**src/rtl/fpdec_pkg.sv**
```systemverilog
package fpdec_pkg;

  localparam int INSN_W = 32;
  localparam int REG_W  = 5;
  localparam int RM_W   = 3;
  localparam int F7_W   = 7;
  localparam int N_OPS  = 19;
  localparam int OP_W   = $clog2(N_OPS);
  localparam logic [6:0] OPC_OPFP = 7'b1010011;

  typedef enum logic [OP_W-1:0] {
    K_ADD   = 5'd0,
    K_SUB   = 5'd1,
    K_MUL   = 5'd2,
    K_DIV   = 5'd3,
    K_SQRT  = 5'd4,
    K_SGNJ  = 5'd5,
    K_SGNJN = 5'd6,
    K_SGNJX = 5'd7,
    K_MIN   = 5'd8,
    K_MAX   = 5'd9,
    K_EQ    = 5'd10,
    K_LT    = 5'd11,
    K_LE    = 5'd12,
    K_F2I   = 5'd13,
    K_I2F   = 5'd14,
    K_F2F   = 5'd15,
    K_MVFX  = 5'd16,
    K_MVXF  = 5'd17,
    K_CLASS = 5'd18
  } fp_op_e;

  // funct7[6:2] group codes
  localparam logic [4:0] G_ADD  = 5'b00000;
  localparam logic [4:0] G_SUB  = 5'b00001;
  localparam logic [4:0] G_MUL  = 5'b00010;
  localparam logic [4:0] G_DIV  = 5'b00011;
  localparam logic [4:0] G_SQRT = 5'b01011;
  localparam logic [4:0] G_SGN  = 5'b00100;
  localparam logic [4:0] G_MNX  = 5'b00101;
  localparam logic [4:0] G_CMP  = 5'b10100;
  localparam logic [4:0] G_F2I  = 5'b11000;
  localparam logic [4:0] G_I2F  = 5'b11010;
  localparam logic [4:0] G_F2F  = 5'b01000;
  localparam logic [4:0] G_MVX  = 5'b11100;
  localparam logic [4:0] G_MVF  = 5'b11110;

  typedef struct packed {
    fp_op_e op;
    logic   enc_ok;
    logic   fmt_ok;
    logic   need64;
    logic   need_d;
    logic   dbl;
  } cls_t;

  // Operations whose result lands in the integer register file.
  function automatic logic op_to_int(input fp_op_e op);
    case (op)
      K_EQ, K_LT, K_LE, K_F2I, K_MVFX, K_CLASS: op_to_int = 1'b1;
      default:                                  op_to_int = 1'b0;
    endcase
  endfunction

  // Conversions between integer and FP carry an integer-type selector.
  function automatic logic op_has_kind(input fp_op_e op);
    op_has_kind = (op == K_F2I) || (op == K_I2F);
  endfunction

  // Primary decode from funct7 / funct3 / rs2 into an operation and its needs.
  function automatic cls_t classify(input logic [F7_W-1:0] f7,
                                    input logic [RM_W-1:0] f3,
                                    input logic [REG_W-1:0] rs2);
    cls_t c;
    logic rs2_zero;
    rs2_zero = (rs2 == '0);
    c.op     = K_ADD;
    c.enc_ok = 1'b0;
    c.fmt_ok = ~f7[1];
    c.need64 = 1'b0;
    c.need_d = f7[0];
    c.dbl    = f7[0];
    case (f7[6:2])
      G_ADD:  begin c.op = K_ADD; c.enc_ok = 1'b1; end
      G_SUB:  begin c.op = K_SUB; c.enc_ok = 1'b1; end
      G_MUL:  begin c.op = K_MUL; c.enc_ok = 1'b1; end
      G_DIV:  begin c.op = K_DIV; c.enc_ok = 1'b1; end
      G_SQRT: begin c.op = K_SQRT; c.enc_ok = rs2_zero; end
      G_SGN: begin
        case (f3)
          3'd0:    begin c.op = K_SGNJ;  c.enc_ok = 1'b1; end
          3'd1:    begin c.op = K_SGNJN; c.enc_ok = 1'b1; end
          3'd2:    begin c.op = K_SGNJX; c.enc_ok = 1'b1; end
          default: c.enc_ok = 1'b0;
        endcase
      end
      G_MNX: begin
        case (f3)
          3'd0:    begin c.op = K_MIN; c.enc_ok = 1'b1; end
          3'd1:    begin c.op = K_MAX; c.enc_ok = 1'b1; end
          default: c.enc_ok = 1'b0;
        endcase
      end
      G_CMP: begin
        case (f3)
          3'd0:    begin c.op = K_LE; c.enc_ok = 1'b1; end
          3'd1:    begin c.op = K_LT; c.enc_ok = 1'b1; end
          3'd2:    begin c.op = K_EQ; c.enc_ok = 1'b1; end
          default: c.enc_ok = 1'b0;
        endcase
      end
      G_F2I, G_I2F: begin
        c.op     = (f7[6:2] == G_F2I) ? K_F2I : K_I2F;
        c.enc_ok = (rs2[REG_W-1:2] == '0);
        c.need64 = rs2[1];
      end
      G_F2F: begin
        c.op     = K_F2F;
        c.enc_ok = (rs2 == {{(REG_W-1){1'b0}}, ~f7[0]});
        c.need_d = 1'b1;
      end
      G_MVX: begin
        c.enc_ok = rs2_zero && (f3 == 3'd0 || f3 == 3'd1);
        c.op     = (f3 == 3'd1) ? K_CLASS : K_MVFX;
        c.need64 = (f3 == 3'd0) && f7[0];
      end
      G_MVF: begin
        c.op     = K_MVXF;
        c.enc_ok = rs2_zero && (f3 == 3'd0);
        c.need64 = f7[0];
      end
      default: c.enc_ok = 1'b0;
    endcase
    return c;
  endfunction

endpackage

```
**src/rtl/fpdec_fields.sv**
```systemverilog
module fpdec_fields
  import fpdec_pkg::*;
#(
  parameter int IW = INSN_W,
  parameter int RW = REG_W,
  parameter int MW = RM_W
) (
  input  logic [IW-1:0] insn,
  output logic          opc_match,
  output logic [6:0]    funct7,
  output logic [RW-1:0] rd,
  output logic [RW-1:0] rs1,
  output logic [RW-1:0] rs2,
  output logic [MW-1:0] f3
);
  localparam int RD_LO  = 7;
  localparam int F3_LO  = RD_LO + RW;
  localparam int RS1_LO = F3_LO + MW;
  localparam int RS2_LO = RS1_LO + RW;
  localparam int F7_LO  = RS2_LO + RW;

  assign opc_match = (insn[6:0] == OPC_OPFP);
  assign rd        = insn[RD_LO +: RW];
  assign f3        = insn[F3_LO +: MW];
  assign rs1       = insn[RS1_LO +: RW];
  assign rs2       = insn[RS2_LO +: RW];
  assign funct7    = insn[F7_LO +: 7];
endmodule

```
**src/rtl/fpdec_classify.sv**
```systemverilog
module fpdec_classify
  import fpdec_pkg::*;
(
  input  logic [F7_W-1:0]  funct7,
  input  logic [RM_W-1:0]  f3,
  input  logic [REG_W-1:0] rs2,
  output cls_t             cls
);
  always_comb cls = classify(funct7, f3, rs2);
endmodule

```
**src/rtl/fpdec_gate.sv**
```systemverilog
module fpdec_gate
  import fpdec_pkg::*;
#(
  parameter int NOPS = N_OPS
) (
  input  logic            hit,
  input  logic [1:0]      fs_state,
  input  logic            f_en,
  input  logic            d_en,
  input  logic            xlen64,
  input  cls_t            cls,
  input  logic [1:0]      kind_bits,
  output logic [NOPS-1:0] op_sel,
  output logic            legal,
  output logic            illegal,
  output logic            wr_int,
  output logic            wr_fp,
  output logic            is_dbl,
  output logic [1:0]      cvt_kind
);
  logic fs_on, prec_ok, mode_ok, int_dest;

  assign fs_on    = (fs_state != 2'b00);
  assign prec_ok  = cls.need_d ? d_en : f_en;
  assign mode_ok  = ~cls.need64 | xlen64;
  assign int_dest = op_to_int(cls.op);

  assign legal   = hit & fs_on & cls.enc_ok & cls.fmt_ok & prec_ok & mode_ok;
  assign illegal = hit & ~legal;

  for (genvar i = 0; i < NOPS; i++) begin : g_sel
    assign op_sel[i] = legal && (int'(cls.op) == i);
  end

  assign wr_int   = legal & int_dest;
  assign wr_fp    = legal & ~int_dest;
  assign is_dbl   = legal & cls.dbl;
  assign cvt_kind = (legal && op_has_kind(cls.op)) ? kind_bits : 2'b00;
endmodule

```
**src/rtl/fp_op_decoder.sv**
```systemverilog
module fp_op_decoder
  import fpdec_pkg::*;
(
  input  logic [INSN_W-1:0] insn,
  input  logic              f_en,
  input  logic              d_en,
  input  logic              xlen64,
  input  logic [1:0]        fs_state,
  output logic [N_OPS-1:0]  op_sel,
  output logic [REG_W-1:0]  rd_idx,
  output logic [REG_W-1:0]  rs1_idx,
  output logic [REG_W-1:0]  rs2_idx,
  output logic [RM_W-1:0]   rm_fld,
  output logic              is_dbl,
  output logic [1:0]        cvt_kind,
  output logic              wr_int,
  output logic              wr_fp,
  output logic              fs_dirty,
  output logic              illegal,
  output logic              opfp_hit
);
  logic [F7_W-1:0] funct7;
  logic            opc_match;
  logic            legal;
  cls_t            cls;

  fpdec_fields u_fields (
    .insn      (insn),
    .opc_match (opc_match),
    .funct7    (funct7),
    .rd        (rd_idx),
    .rs1       (rs1_idx),
    .rs2       (rs2_idx),
    .f3        (rm_fld)
  );

  fpdec_classify u_cls (
    .funct7 (funct7),
    .f3     (rm_fld),
    .rs2    (rs2_idx),
    .cls    (cls)
  );

  fpdec_gate u_gate (
    .hit       (opc_match),
    .fs_state  (fs_state),
    .f_en      (f_en),
    .d_en      (d_en),
    .xlen64    (xlen64),
    .cls       (cls),
    .kind_bits (rs2_idx[1:0]),
    .op_sel    (op_sel),
    .legal     (legal),
    .illegal   (illegal),
    .wr_int    (wr_int),
    .wr_fp     (wr_fp),
    .is_dbl    (is_dbl),
    .cvt_kind  (cvt_kind)
  );

  assign opfp_hit = opc_match;
  assign fs_dirty = wr_fp & legal;
endmodule

```
**config.mk**
```make
export PLATFORM = sky130hd
export DESIGN_NAME = fp_op_decoder
export DESIGN_NICKNAME = d
export VERILOG_FILES = /design/src/rtl/fpdec_pkg.sv /design/src/rtl/fpdec_fields.sv /design/src/rtl/fpdec_classify.sv /design/src/rtl/fpdec_gate.sv /design/src/rtl/fp_op_decoder.sv
export SDC_FILE = /design/constraint.sdc
export NUM_CORES = 1
export LEC_CHECK = 0
export ABC_AREA = 1
export BUFFER_PORTS_ARGS = -buffer_cell sky130_fd_sc_hd__buf_4
export CAP_MARGIN = 5
export CORE_MARGIN = 2
export CORE_UTILIZATION = 42
export DETAILED_ROUTE_END_ITERATION = 6
export GPL_TIMING_DRIVEN = 0
export MAX_ROUTING_LAYER = met4
export PLACE_DENSITY_LB_ADDON = 0.3
export SLEW_MARGIN = 20
export SYNTH_ARGS = -nofsm -noshare
export SYNTH_HDL_FRONTEND = slang
export SYNTH_HIERARCHICAL = 1
export SYNTH_SLANG_ARGS = --single-unit
```
**constraint.sdc**
```tcl
create_clock -name vclk -period 2.45
set_input_delay 0.3675 -clock vclk [all_inputs]
set_output_delay 0.3675 -clock vclk [all_outputs]
set_load 0.005 [all_outputs]
```
Word level (Yosys, flattened, before mapping)
Index checks and enable logic that the tools add are counted.

Register bits after elaboration: 0. Latch bits: 0. Memory bits (writable): 0. ROM bits: 0. Bits of input ports: 37. Output and inout bits: 45. Logic and storage cells: 108. Memories kept: 0.

$add $sub $neg: 0. $mul: 0. Divide/modulo/power cells: 0. Order comparisons: 0. Equality and inequality tests: 41. Shift operators: 0. Mux-type cells: 14. Bitwise logic cells: 16. Reduce and logical (&&, ||, !) cells: 37.

Operators with widths (number): 5-bit == test, second input constant (18); 5-bit by 4-bit == test with 1-bit output, second input constant (11); 5-bit one-hot mux with 11 select lines (1); 1-bit logical AND (23); 5-bit by 3-bit == test with 1-bit output, second input constant (4); 5-bit by 2-bit == test with 1-bit output, second input constant (3); 5-bit logical NOT (3); 4-bit one-hot mux with 3 select lines (1); 1-bit bitwise AND (10); 3-bit one-hot mux with 3 select lines (1); 1-bit one-hot mux with 8 select lines (1); 4-bit one-hot mux with 2 select lines (1); 7-bit == test, second input constant (1); 3-bit logical NOT (2); 2-bit 2-to-1 mux (3); 2-bit OR reduction (3); 6-bit OR reduction (1); 5-bit by 1-bit == test with 1-bit output (1); 5-bit by 1-bit == test with 1-bit output, second input constant (1); 1-bit 2-to-1 mux (5); 1-bit inverter (5); 4-bit OR reduction (1); 3-bit by 1-bit == test with 1-bit output, second input constant (1); 3-bit by 2-bit == test with 1-bit output, second input constant (1); 5 further kinds (6).

Longest topological paths before layout
Gate-level depths: netlist of run 1.

Depth in word-level cells: 10. Depth in mapped cells: 16. Mapped depth without buffers: 15.

Cells and area by module
Netlist of run 1, hierarchy kept.

By module, submodules not included: fpdec_classify (instances 1, cells each 93, area each 412.9 um2, seq. area each 0.0 um2); fpdec_gate (instances 1, cells each 79, area each 372.9 um2, seq. area each 0.0 um2); fpdec_fields (instances 1, cells each 32, area each 217.7 um2, seq. area each 0.0 um2); fp_op_decoder (instances 1, cells each 2, area each 7.5 um2, seq. area each 0.0 um2).

Worst setup path before layout of run 1
OpenSTA, ideal clock, no wires.

Path kind: input to output. From: input insn[27]. To: output fs_dirty. Data arrival time: 1.853 ns. Path slack: 0.230 ns. Stages: 16. Buffers on the path: 1. Cells stage by stage: buf_4 -> inv_1 -> nand2_2 -> nor2_4 -> nand2_1 -> o21ai_0 -> nor2_1 -> nand2_1 -> inv_1 -> nand2_4 -> inv_1 -> nand3_1 -> nand2_1 -> nor3_1 -> nand2_1 -> inv_1.

RTL lines: start, declared (line fp_op_decoder.sv:4) `input logic [INSN_W-1:0] insn,`; end, declared (line fp_op_decoder.sv:18) `output logic fs_dirty,`.

==> implementation parameters, run 1 <==
Parameter                              Value

Pwr
  Ratio of total power to cell area    109.4 nW/um^2
  Worst ir drop on vdd    0.08709 mV
  Total power of the final layout    0.0001701 W
  Leakage power    0.9076 nW

Floorplan
  I/O pin count    82
  Die span in y    53.06 um
  Placeable core region    2255 sq um
  Starting Density    44.84%
  Die ar.    2815 sq um
  Die Span X    53.06 um
  FP Rows    17

Setup path
  Worst setup startpoint    insn[27]
  Kind of end point of the critical path    output port
  Largest stage delay on the critical path    0.18 ns
  Cell chain of the critical path    buf_4 > inv_1 > nand2_2 > nor2_4 > nand2_1 > o21ai_0 > nor2_1 > nand2_1 > buf_4 > nand2_2 > nor2_2 > nand2_1 > nand3_2 > nor3_4 > nand2_1 > inv_1 > buf_4
  Top fanout value on the critical path    4
  WS Path Type    input pin to output port
  End point of the critical path    fs_dirty
  Arrival time at the worst endpoint    1.95 ns
  CP Launch Type    input pin
  Endpoint required time on the critical path    2.08 ns
  Most frequent CP cell    sky130_fd_sc_hd__nand2_1
  Critical Path Slowest Stage Cell    sky130_fd_sc_hd__nor3_4

Final layout
  Layout Nets    305
  Finished layout cell area    1555 sq um
  Fill cell total of the finished layout    234
  Area grow syn2layout    53.84%
  Layout clock buffers    0
  Sequential cell area    0 sq um
  Multi-input gate area in the final layout    705.7 sq um
  Count of placed standard cells in the final layout, fillers left out    294
  Final antenna diode count    0
  Top library cells by usage in the layout, fill and taps aside    sky130_fd_sc_hd__buf_4, sky130_fd_sc_hd__nand2_1, sky130_fd_sc_hd__nor2_1
  Fraction of final layout cells sized beyond drive strength 1    44.74%
  FF+latch count    0
  Commonest non-fill, non-tap cell in the layout    sky130_fd_sc_hd__buf_4

Placement
  Number of placed cells counting well taps    291
  Cell area reported after detailed placement    1474 sq um
  HPWL after DPL    2357 um
  Routability congestion estimate    0.8696
  Number of buffers inserted by port buffering    57

Logic synthesis
  Number of library cell types mapped by synthesis    19
  Xor/xnor cell area share of the yosys netlist    0%
  Post-synth top area cell    sky130_fd_sc_hd__buf_4
  Post-synthesis sequential area ratio    0%
  Area fraction of the dominant cell type after synthesis    19.31%
  Adder-Cell Fraction of Synth Area    0%
  Main combinational cell family by area after synthesis    simple AND/OR/NAND/NOR gates
  YS warnings    6
  Post-Synthesis Cell Area    1011 sq um
  Complex-gate fraction of the synthesized area    5.322%
  Per-instance average area after synthesis    4.908 sq um
  Net count of the mapped netlist    243
  Synth top area cells    sky130_fd_sc_hd__buf_4, sky130_fd_sc_hd__nand2_1, sky130_fd_sc_hd__nor2_1
  Area share of and/or/nand/nor cells after synthesis    58.66%
  Gate Count Post-Synth    206
  Share of cell area taken by muxes after synthesis    0%

Detailed routing
  Antenna violation net count after detailed routing    0
  Number of search-and-repair iterations in the first detailed-routing pass    4
  Sum of routed wire length over all layers    2849 um
  DR WL/cell    9.690 um
  Post-detailed-route DRC marker count    0
  Detailed-route via count    1,389
  Routed via count divided by cell count    4.724
  Number of design-rule violations left by the first detailed-router iteration    25

Global route
  Pin count of the biggest net entering global routing    11
  Antenna violations before repair    0
  Overall track demand over capacity in global routing    20.22%
  Wire length of the first global-routing pass    4416 um
  Overall overflow remaining after global route    0
  Via count of the first global-routing pass    1,146

Min path
  Classification of the worst-slack hold path    input pin to output port

Outcome
  Result of the run    complete, no violations

STA
  Slew @ Worst Pin    0.2501 ns
  Minimum period implied by the final worst setup slack    2.315 ns
  Worst-case headroom to the max-slew limit    83.20%
  Ratio of final minimum period to clock period    94.50%
  Setup TNS Final    0 ns
  Final hold vios    0
  Maximum achievable frequency    0.4319 GHz
  Final Setup Violations    0
  Unrepaired setup endpoints after global routing    true
  Number of max-slew violations in the final report    0

Flow run
  MaxCap Viol Count    0
-- critical path, delay by kind of cell --
family / cells / cell delay (ns)
compound gates: 1 / 0.07
buf+inv: 5 / 0.48
simple gates: 11 / 1.03
-- metal layers --
layer | part of all wire, % | GRT usage (%)
met1 | 44 | 26.60
met2 | 46 | 35.83
met3 | 10 | 0.5650
met4 | 0.35 | 1.709
met5 | 0 | -
-- synth_stat cells --
master and instances:
sky130_fd_sc_hd__nand2_1 40, sky130_fd_sc_hd__nor2_1 39, sky130_fd_sc_hd__inv_1 35, sky130_fd_sc_hd__buf_4 26, sky130_fd_sc_hd__nand3_1 20, sky130_fd_sc_hd__nor3_1 15, sky130_fd_sc_hd__nor2_2 5, sky130_fd_sc_hd__inv_2 4
sky130_fd_sc_hd__nand2_2 4, sky130_fd_sc_hd__o21ai_0 4, sky130_fd_sc_hd__a21oi_1 3, sky130_fd_sc_hd__nand3_2 3, sky130_fd_sc_hd__buf_6 2, sky130_fd_sc_hd__nand2_4 1, sky130_fd_sc_hd__nor2_4 1, sky130_fd_sc_hd__nor3b_2 1
sky130_fd_sc_hd__o211ai_1 1, sky130_fd_sc_hd__o21ai_1 1, sky130_fd_sc_hd__o22ai_1 1
-- through the flow --
step / worst slack, ns / hold WS, ns / util, %
floorplan: 0.2298 / 0.8158 / -
global placement: -0.005725 / 0.9002 / 65.37
detailed placement: -0.01580 / 0.9008 / 65.37
CTS: 0.04468 / 0.9006 / 65.70
global route: -0.01527 / 0.9041 / 68.98
finish: 0.1347 / 0.9002 / 68.98
-- area by class of cell --
class	count	share of cell area, %
Buffer	28	14.00
Timing Repair Buffer	60	28.96
Tap cell	28	2.253
Multi-Input combinational cell	139	45.37
Inverter	39	9.413
-- repair_timing --
| item | CTS | global route |
|---|---|---|
| setup endpoints to repair | 1 | 21 |
| buffers inserted | 1 | 2 |
| hold buffers | 0 | 0 |
| pin swaps | 1 | 4 |
| resized for setup | 0 | 15 |
-- worst min path at each step --
stage	depth (start not counted)	slack [ns]	endpoint	startpoint
5_1_grt	2	0.90	rs1_idx[2]	insn[17]
2_1_floorplan	1	0.82	rd_idx[0]	insn[7]
4_1_cts	2	0.90	rd_idx[3]	insn[10]
6_report	2	0.90	rd_idx[3]	insn[10]
3_3_place_gp	2	0.90	rd_idx[4]	insn[11]
3_5_place_dp	2	0.90	rd_idx[3]	insn[10]
-- kinds of logic after synthesis --
family / count (synthesis)
AOI/OAI and AO/OA: 10
buffers and inverters: 67
and+or+nand+nor: 129
-- report_power, final --
group,internal [W],switching [W]
combinational,0.0000830,0.0000871
sequential,0,0
clock,0,0
Power figures use the tool's default switching activity.
==> inputs of run 2 (changes only) <==
CORE_UTILIZATION = 45   (was 42)
clock period = 2.94 ns   (was 2.45 ns; I/O delays follow)
==> run 2 against run 1 <==
Compared with the run above:
- sequential share of layout area is the same
- cell count is 1.0% lower
- worst setup slack gained 0.16 ns
- largest power group unchanged
- non-clock buffer count decreased by 3
- critical path depth did not move
- combinational power down 22%
==> implementation parameters, run 2 (same netlist as run 1, synthesis figures left out) <==
Parameter                              Value

Clocking
  CTS resizes    0 (unchanged)
  Number of hold buffers added after CTS    0 (unchanged)
  Count of buffers added by post-CTS timing repair for setup    0 (-1)

Detailed routing
  Number of search-and-repair iterations in the first detailed-routing pass    4 (unchanged)
  Detailed-route via count    1,380 (-0.65%)
  Sum of routed wire length over all layers    2621 um (-8.0%)
  DR WL/cell    9.007 um (-7.1%)
  Number of design-rule violations left by the first detailed-router iteration    59 (+140%)
  Antenna violation net count after detailed routing    0 (unchanged)
  Routed via count divided by cell count    4.742 (+0.38%)
  Post-detailed-route DRC marker count    0 (unchanged)

Setup path
  Endpoint required time on the critical path    2.50 ns (+0.42 ns)
  WS Path Type    input pin to output port
  Top fanout value on the critical path    9 (+5)
  Kind of end point of the critical path    output port
  Critical Path Slowest Stage Cell    sky130_fd_sc_hd__nor3_1
  Arrival time at the worst endpoint    2.20 ns (+0.25 ns)
  Sum of buffers and inverters on the critical path    6 (+1)
  Largest stage delay on the critical path    0.23 ns (+0.05 ns)
  Critical path's top delay family    simple AND/OR/NAND/NOR gates
  CP Launch Type    input pin
  Cell chain of the critical path    buf_4 > inv_1 > nand2_2 > nor2_4 > nand2_1 > o21ai_0 > nor2_1 > nand2_1 > inv_1 > nand2_4 > inv_1 > nand3_1 > nand2_1 > nor3_1 > nand2_1 > inv_1 > buf_4

Final layout
  Fraction of final layout cells sized beyond drive strength 1    39.54% (-5.2 points)
  Commonest non-fill, non-tap cell in the layout    sky130_fd_sc_hd__buf_4
  Sequential cell area    0 sq um (unchanged)
  Count of placed standard cells in the final layout, fillers left out    291 (-1.0%)
  FF+latch count    0 (unchanged)
  Area grow syn2layout    45.79%
  Final antenna diode count    0 (unchanged)
  Fill cell total of the finished layout    229 (-2.1%)
  Top library cells by usage in the layout, fill and taps aside    sky130_fd_sc_hd__buf_4, sky130_fd_sc_hd__nand2_1, sky130_fd_sc_hd__nor2_1
  Layout Nets    302 (-0.98%)
  Layout clock buffers    0 (unchanged)

STA
  Final hold vios    0 (unchanged)
  Final Setup Violations    0 (unchanged)
  Unrepaired setup endpoints after global routing    false
  Slew @ Worst Pin    0.3654 ns (+0.1153 ns)
  Number of max-slew violations in the final report    0 (unchanged)
  Least setup slack across all paths after layout    0.2988 ns (+0.1641 ns)
  Maximum achievable frequency    0.3786 GHz
  Ratio of final minimum period to clock period    89.84%
  Worst-case headroom to the max-slew limit    75.53% (-7.7 points)
  Smallest hold slack    1.047 ns (+0.1471 ns)
  Setup TNS Final    0 ns (unchanged)
  Minimum period implied by the final worst setup slack    2.641 ns

Floorplan
  Die span in y    51.40 um (-3.1%)
  Die ar.    2642 sq um (-6.2%)
  Starting Density    46.60% (+1.8 points)
  Placeable core region    2170 sq um (-3.8%)
  Die Span X    51.40 um (-3.1%)
  I/O pin count    82 (unchanged)
  FP Rows    17 (unchanged)

Placement
  Routability congestion estimate    0.8311 (-4.4%)
  Number of placed cells counting well taps    291 (unchanged)
  HPWL after DPL    2279 um (-3.3%)
  Number of buffers inserted by port buffering    57 (unchanged)
  Placement-stage worst setup slack    0.3191 ns (+0.3349 ns)

Global route
  Via count of the first global-routing pass    1,186 (+3.5%)
  Wire length of the first global-routing pass    4416 um (unchanged)
  Overall track demand over capacity in global routing    20.58% (+0.37 points)
  Antenna violations before repair    0 (unchanged)
  Overall overflow remaining after global route    0 (unchanged)
  Pin count of the biggest net entering global routing    11 (unchanged)

Outcome
  Result of the run    complete, no violations

Pwr
  Worst ir drop on vdd    0.06810 mV (-22%)
  Ratio of total power to cell area    89.44 nW/um^2 (-18%)
  Leakage power    0.8764 nW (-3.4%)

Flow run
  MaxCap Viol Count    0 (unchanged)

Min path
  Classification of the worst-slack hold path    input pin to output port
==> run 2: cell types whose count changed in the layout (fill, tap and decap cells not counted), sizes merged <==
cell  delta
buf      -3
==> run 2: per-stage QoR <==
stage / utilization [%] / instance area, sq um / total power [W]
after floorplan: - / 1011 / 0.00008861
after CTS: 67.94 / 1474 / 0.0001319
after detailed placement: 67.94 / 1474 / 0.0001315
after global routing: 67.94 / 1474 / 0.0001477
after global placement: 67.94 / 1474 / 0.0001298
final: 67.94 / 1474 / 0.0001318
==> run 2: power breakdown <==
group / internal [W] / switching, W
Combinational: 0.0000655 / 0.0000663
Clock: 0 / 0
Sequential: 0 / 0
Total: 0.0000655 / 0.0000663
==> run 2: worst paths after layout <==
check	start	end	slack, ns	depth (start not counted)
max	insn[27]	fs_dirty	0.30	17
min	insn[19]	rs1_idx[4]	1.05	2
==> run 2: final cells by class <==
class              instances  area (sq um)  area share [%]
multi-input cells        139         646.9           43.89
repair buffers            57         427.9           29.03
well taps                 28         35.03           2.377
inverters                 39         146.4           9.932
plain buffers             28         217.7           14.77
==> run 2: metal layers <==
metal	share of wire, %	track usage, %	vias to the layer above
met5	0	-	-
met4	0	0	0
met3	10	0.2924	0
met2	46	36.54	80
met1	44	27.89	578
li1	-	-	722
==> inputs of run 3 (changes only) <==
CELL_PAD_IN_SITES_DETAIL_PLACEMENT = 0   (was unset)
CELL_PAD_IN_SITES_GLOBAL_PLACEMENT = 1   (was unset)
CORE_UTILIZATION = 26   (was 45)
==> run 3 against run 2 <==
Compared with the run above:
- via count shrank 2.5%
- combinational power is essentially flat
- hold slack is essentially flat
- largest cell class unchanged
- largest power group unchanged
==> implementation parameters, run 3 (same netlist as run 1, synthesis figures left out) <==
Parameter                              Value

STA
  Least setup slack across all paths after layout    0.2901 ns (-0.008693 ns)
  Slew @ Worst Pin    0.3902 ns (+0.02476 ns)
  Number of max-slew violations in the final report    0 (unchanged)
  Final Setup Violations    0 (unchanged)
  Unrepaired setup endpoints after global routing    false
  Final hold vios    0 (unchanged)
  Ratio of final minimum period to clock period    90.13% (+0.30 points)
  Worst-case headroom to the max-slew limit    73.87% (-1.7 points)
  Setup TNS Final    0 ns (unchanged)
  Minimum period implied by the final worst setup slack    2.650 ns (+0.008693 ns)
  Maximum achievable frequency    0.3774 GHz (-0.33%)

Flow run
  MaxCap Viol Count    0 (unchanged)

Placement
  Placement-stage worst setup slack    0.3181 ns (-0.0009560 ns)
  Number of buffers inserted by port buffering    57 (unchanged)
  Cell area reported after detailed placement    1499 sq um (+1.7%)
  HPWL after DPL    2550 um (+12%)
  Routability congestion estimate    0.8766 (+5.5%)

Global route
  Overall overflow remaining after global route    0 (unchanged)
  Wire length of the first global-routing pass    4843 um (+9.7%)
  Antenna violations before repair    0 (unchanged)
  Overall track demand over capacity in global routing    13.42% (-7.2 points)
  Pin count of the biggest net entering global routing    11 (unchanged)
  Via count of the first global-routing pass    1,148 (-3.2%)

Floorplan
  I/O pin count    82 (unchanged)
  Die Span X    66.36 um (+29%)
  Die ar.    4403 sq um (+67%)
  FP Rows    22 (+5)
  Placeable core region    3689 sq um (+70%)
  Die span in y    66.36 um (+29%)
  Starting Density    27.41% (-19 points)

Detailed routing
  Routed via count divided by cell count    4.328 (-8.7%)
  Highest metal used    met3
  Number of search-and-repair iterations in the first detailed-routing pass    4 (unchanged)
  Routed wl met3    252 um (-8.0%)
  Total routed wire length on the met1 layer    1397 um (+22%)
  Sum of routed wire length over all layers    2962 um (+13%)
  DR WL/cell    9.524 um (+5.7%)
  Antenna violation net count after detailed routing    0 (unchanged)
  Detailed-routed wire length on met2    1312 um (+9.3%)
  Post-detailed-route DRC marker count    0 (unchanged)
  Detailed-route via count    1,346 (-2.5%)
  Number of design-rule violations left by the first detailed-router iteration    36 (-39%)

Final layout
  Share of the core filled with cells in the final layout    40.64% (-27 points)
  Layout Nets    302 (unchanged)
  Fraction of final layout cells sized beyond drive strength 1    39.54% (unchanged)
  Commonest non-fill, non-tap cell in the layout    sky130_fd_sc_hd__buf_4
  Sequential cell area    0 sq um (unchanged)
  FF+latch count    0 (unchanged)
  Top library cells by usage in the layout, fill and taps aside    sky130_fd_sc_hd__buf_4, sky130_fd_sc_hd__nand2_1, sky130_fd_sc_hd__nor2_1
  Layout clock buffers    0 (unchanged)
  Final antenna diode count    0 (unchanged)
  Finished layout cell area    1499 sq um (+1.7%)
  Area grow syn2layout    48.27%

Pwr
  Combinational power share    100.0% (about the same)
  Worst ir drop on vdd    0.04865 mV (-29%)
  Internal power component    0.00006548 W (about the same)
  Ratio of total power to cell area    88.95 nW/um^2 (-0.54%)
  Power dissipated by switching net loads    0.00006786 W (+2.3%)
  Sw Ratio    50.89% (+0.56 points)
  Leakage power    0.8764 nW (unchanged)
  Part of the power in the clock network    0% (unchanged)
  Power share of the sequential group    0% (unchanged)
  Total power of the final layout    0.0001333 W (+1.1%)

Setup path
  Top fanout value on the critical path    9 (unchanged)
  Kind of end point of the critical path    output port
  CP Launch Type    input pin
  Arrival time at the worst endpoint    2.21 ns (about the same)
  WS Path Type    input pin to output port
  Worst setup startpoint    insn[27]
  Endpoint required time on the critical path    2.50 ns (about the same)

Outcome
  Result of the run    complete, no violations

Min path
  Start point of the worst min-delay path    insn[8]
  Classification of the worst-slack hold path    input pin to output port

Clocking
  CTS resizes    0 (unchanged)
  Count of buffers added by post-CTS timing repair for setup    0 (unchanged)
  Number of hold buffers added after CTS    0 (unchanged)
## run 3: cell counts in the layout (fill, tap and decap cells not counted)
Identical to the previous run, type by type.
## run 3: metrics by stage
step           hold slack, ns  std cells
2_1_floorplan          0.9628        206
3_3_place_gp            1.048        311
3_5_place_dp            1.048        311
4_1_cts                 1.048        311
5_1_grt                 1.051        311
6_report                1.047        311
## run 3: worst max-delay path, cell delays in order
cell and delay, ns:
sky130_fd_sc_hd__buf_4 0.13, sky130_fd_sc_hd__inv_1 0.10, sky130_fd_sc_hd__nand2_2 0.09, sky130_fd_sc_hd__nor2_4 0.21
sky130_fd_sc_hd__nand2_1 0.07, sky130_fd_sc_hd__o21ai_0 0.08, sky130_fd_sc_hd__nor2_1 0.07, sky130_fd_sc_hd__nand2_1 0.12
sky130_fd_sc_hd__inv_1 0.11, sky130_fd_sc_hd__nand2_4 0.10, sky130_fd_sc_hd__inv_1 0.06, sky130_fd_sc_hd__nand3_1 0.09
sky130_fd_sc_hd__nand2_1 0.07, sky130_fd_sc_hd__nor3_1 0.23, sky130_fd_sc_hd__nand2_1 0.08, sky130_fd_sc_hd__inv_1 0.05
sky130_fd_sc_hd__buf_4 0.10
## run 3: power groups by stage
| stage | Clock [W] | Sequential [W] | Combinational [W] |
|---|---|---|---|
| finish | 0 | 0 | 0.000133 |
| floorplan | 0 | 0 | 0.0000886 |
| global placement | 0 | 0 | 0.000133 |
| CTS | 0 | 0 | 0.000134 |
| detailed placement | 0 | 0 | 0.000134 |
| global route | 0 | 0 | 0.000150 |
## run 3: area by class of cell
cell class / instances / area [sq um]
Fill cell: 427 / 2190
Multi-Input combinational cell: 139 / 646.9
Timing Repair Buffer: 57 / 427.9
Buffer: 28 / 217.7
Inverter: 39 / 146.4
Tap cell: 48 / 60.06
## run 3: per-layer routing
layer / GRT usage (%) / vias up
met5: - / -
li1: - / 720
met4: 0 / 0
met1: 19.76 / 558
met2: 21.75 / 68
met3: 0.3407 / 0
## run 3: path summary, 6_finish.rpt
check / slack [ns] / to / cells past startpoint
min: 1.05 / rd_idx[1] / 2
max: 0.29 / fs_dirty / 17
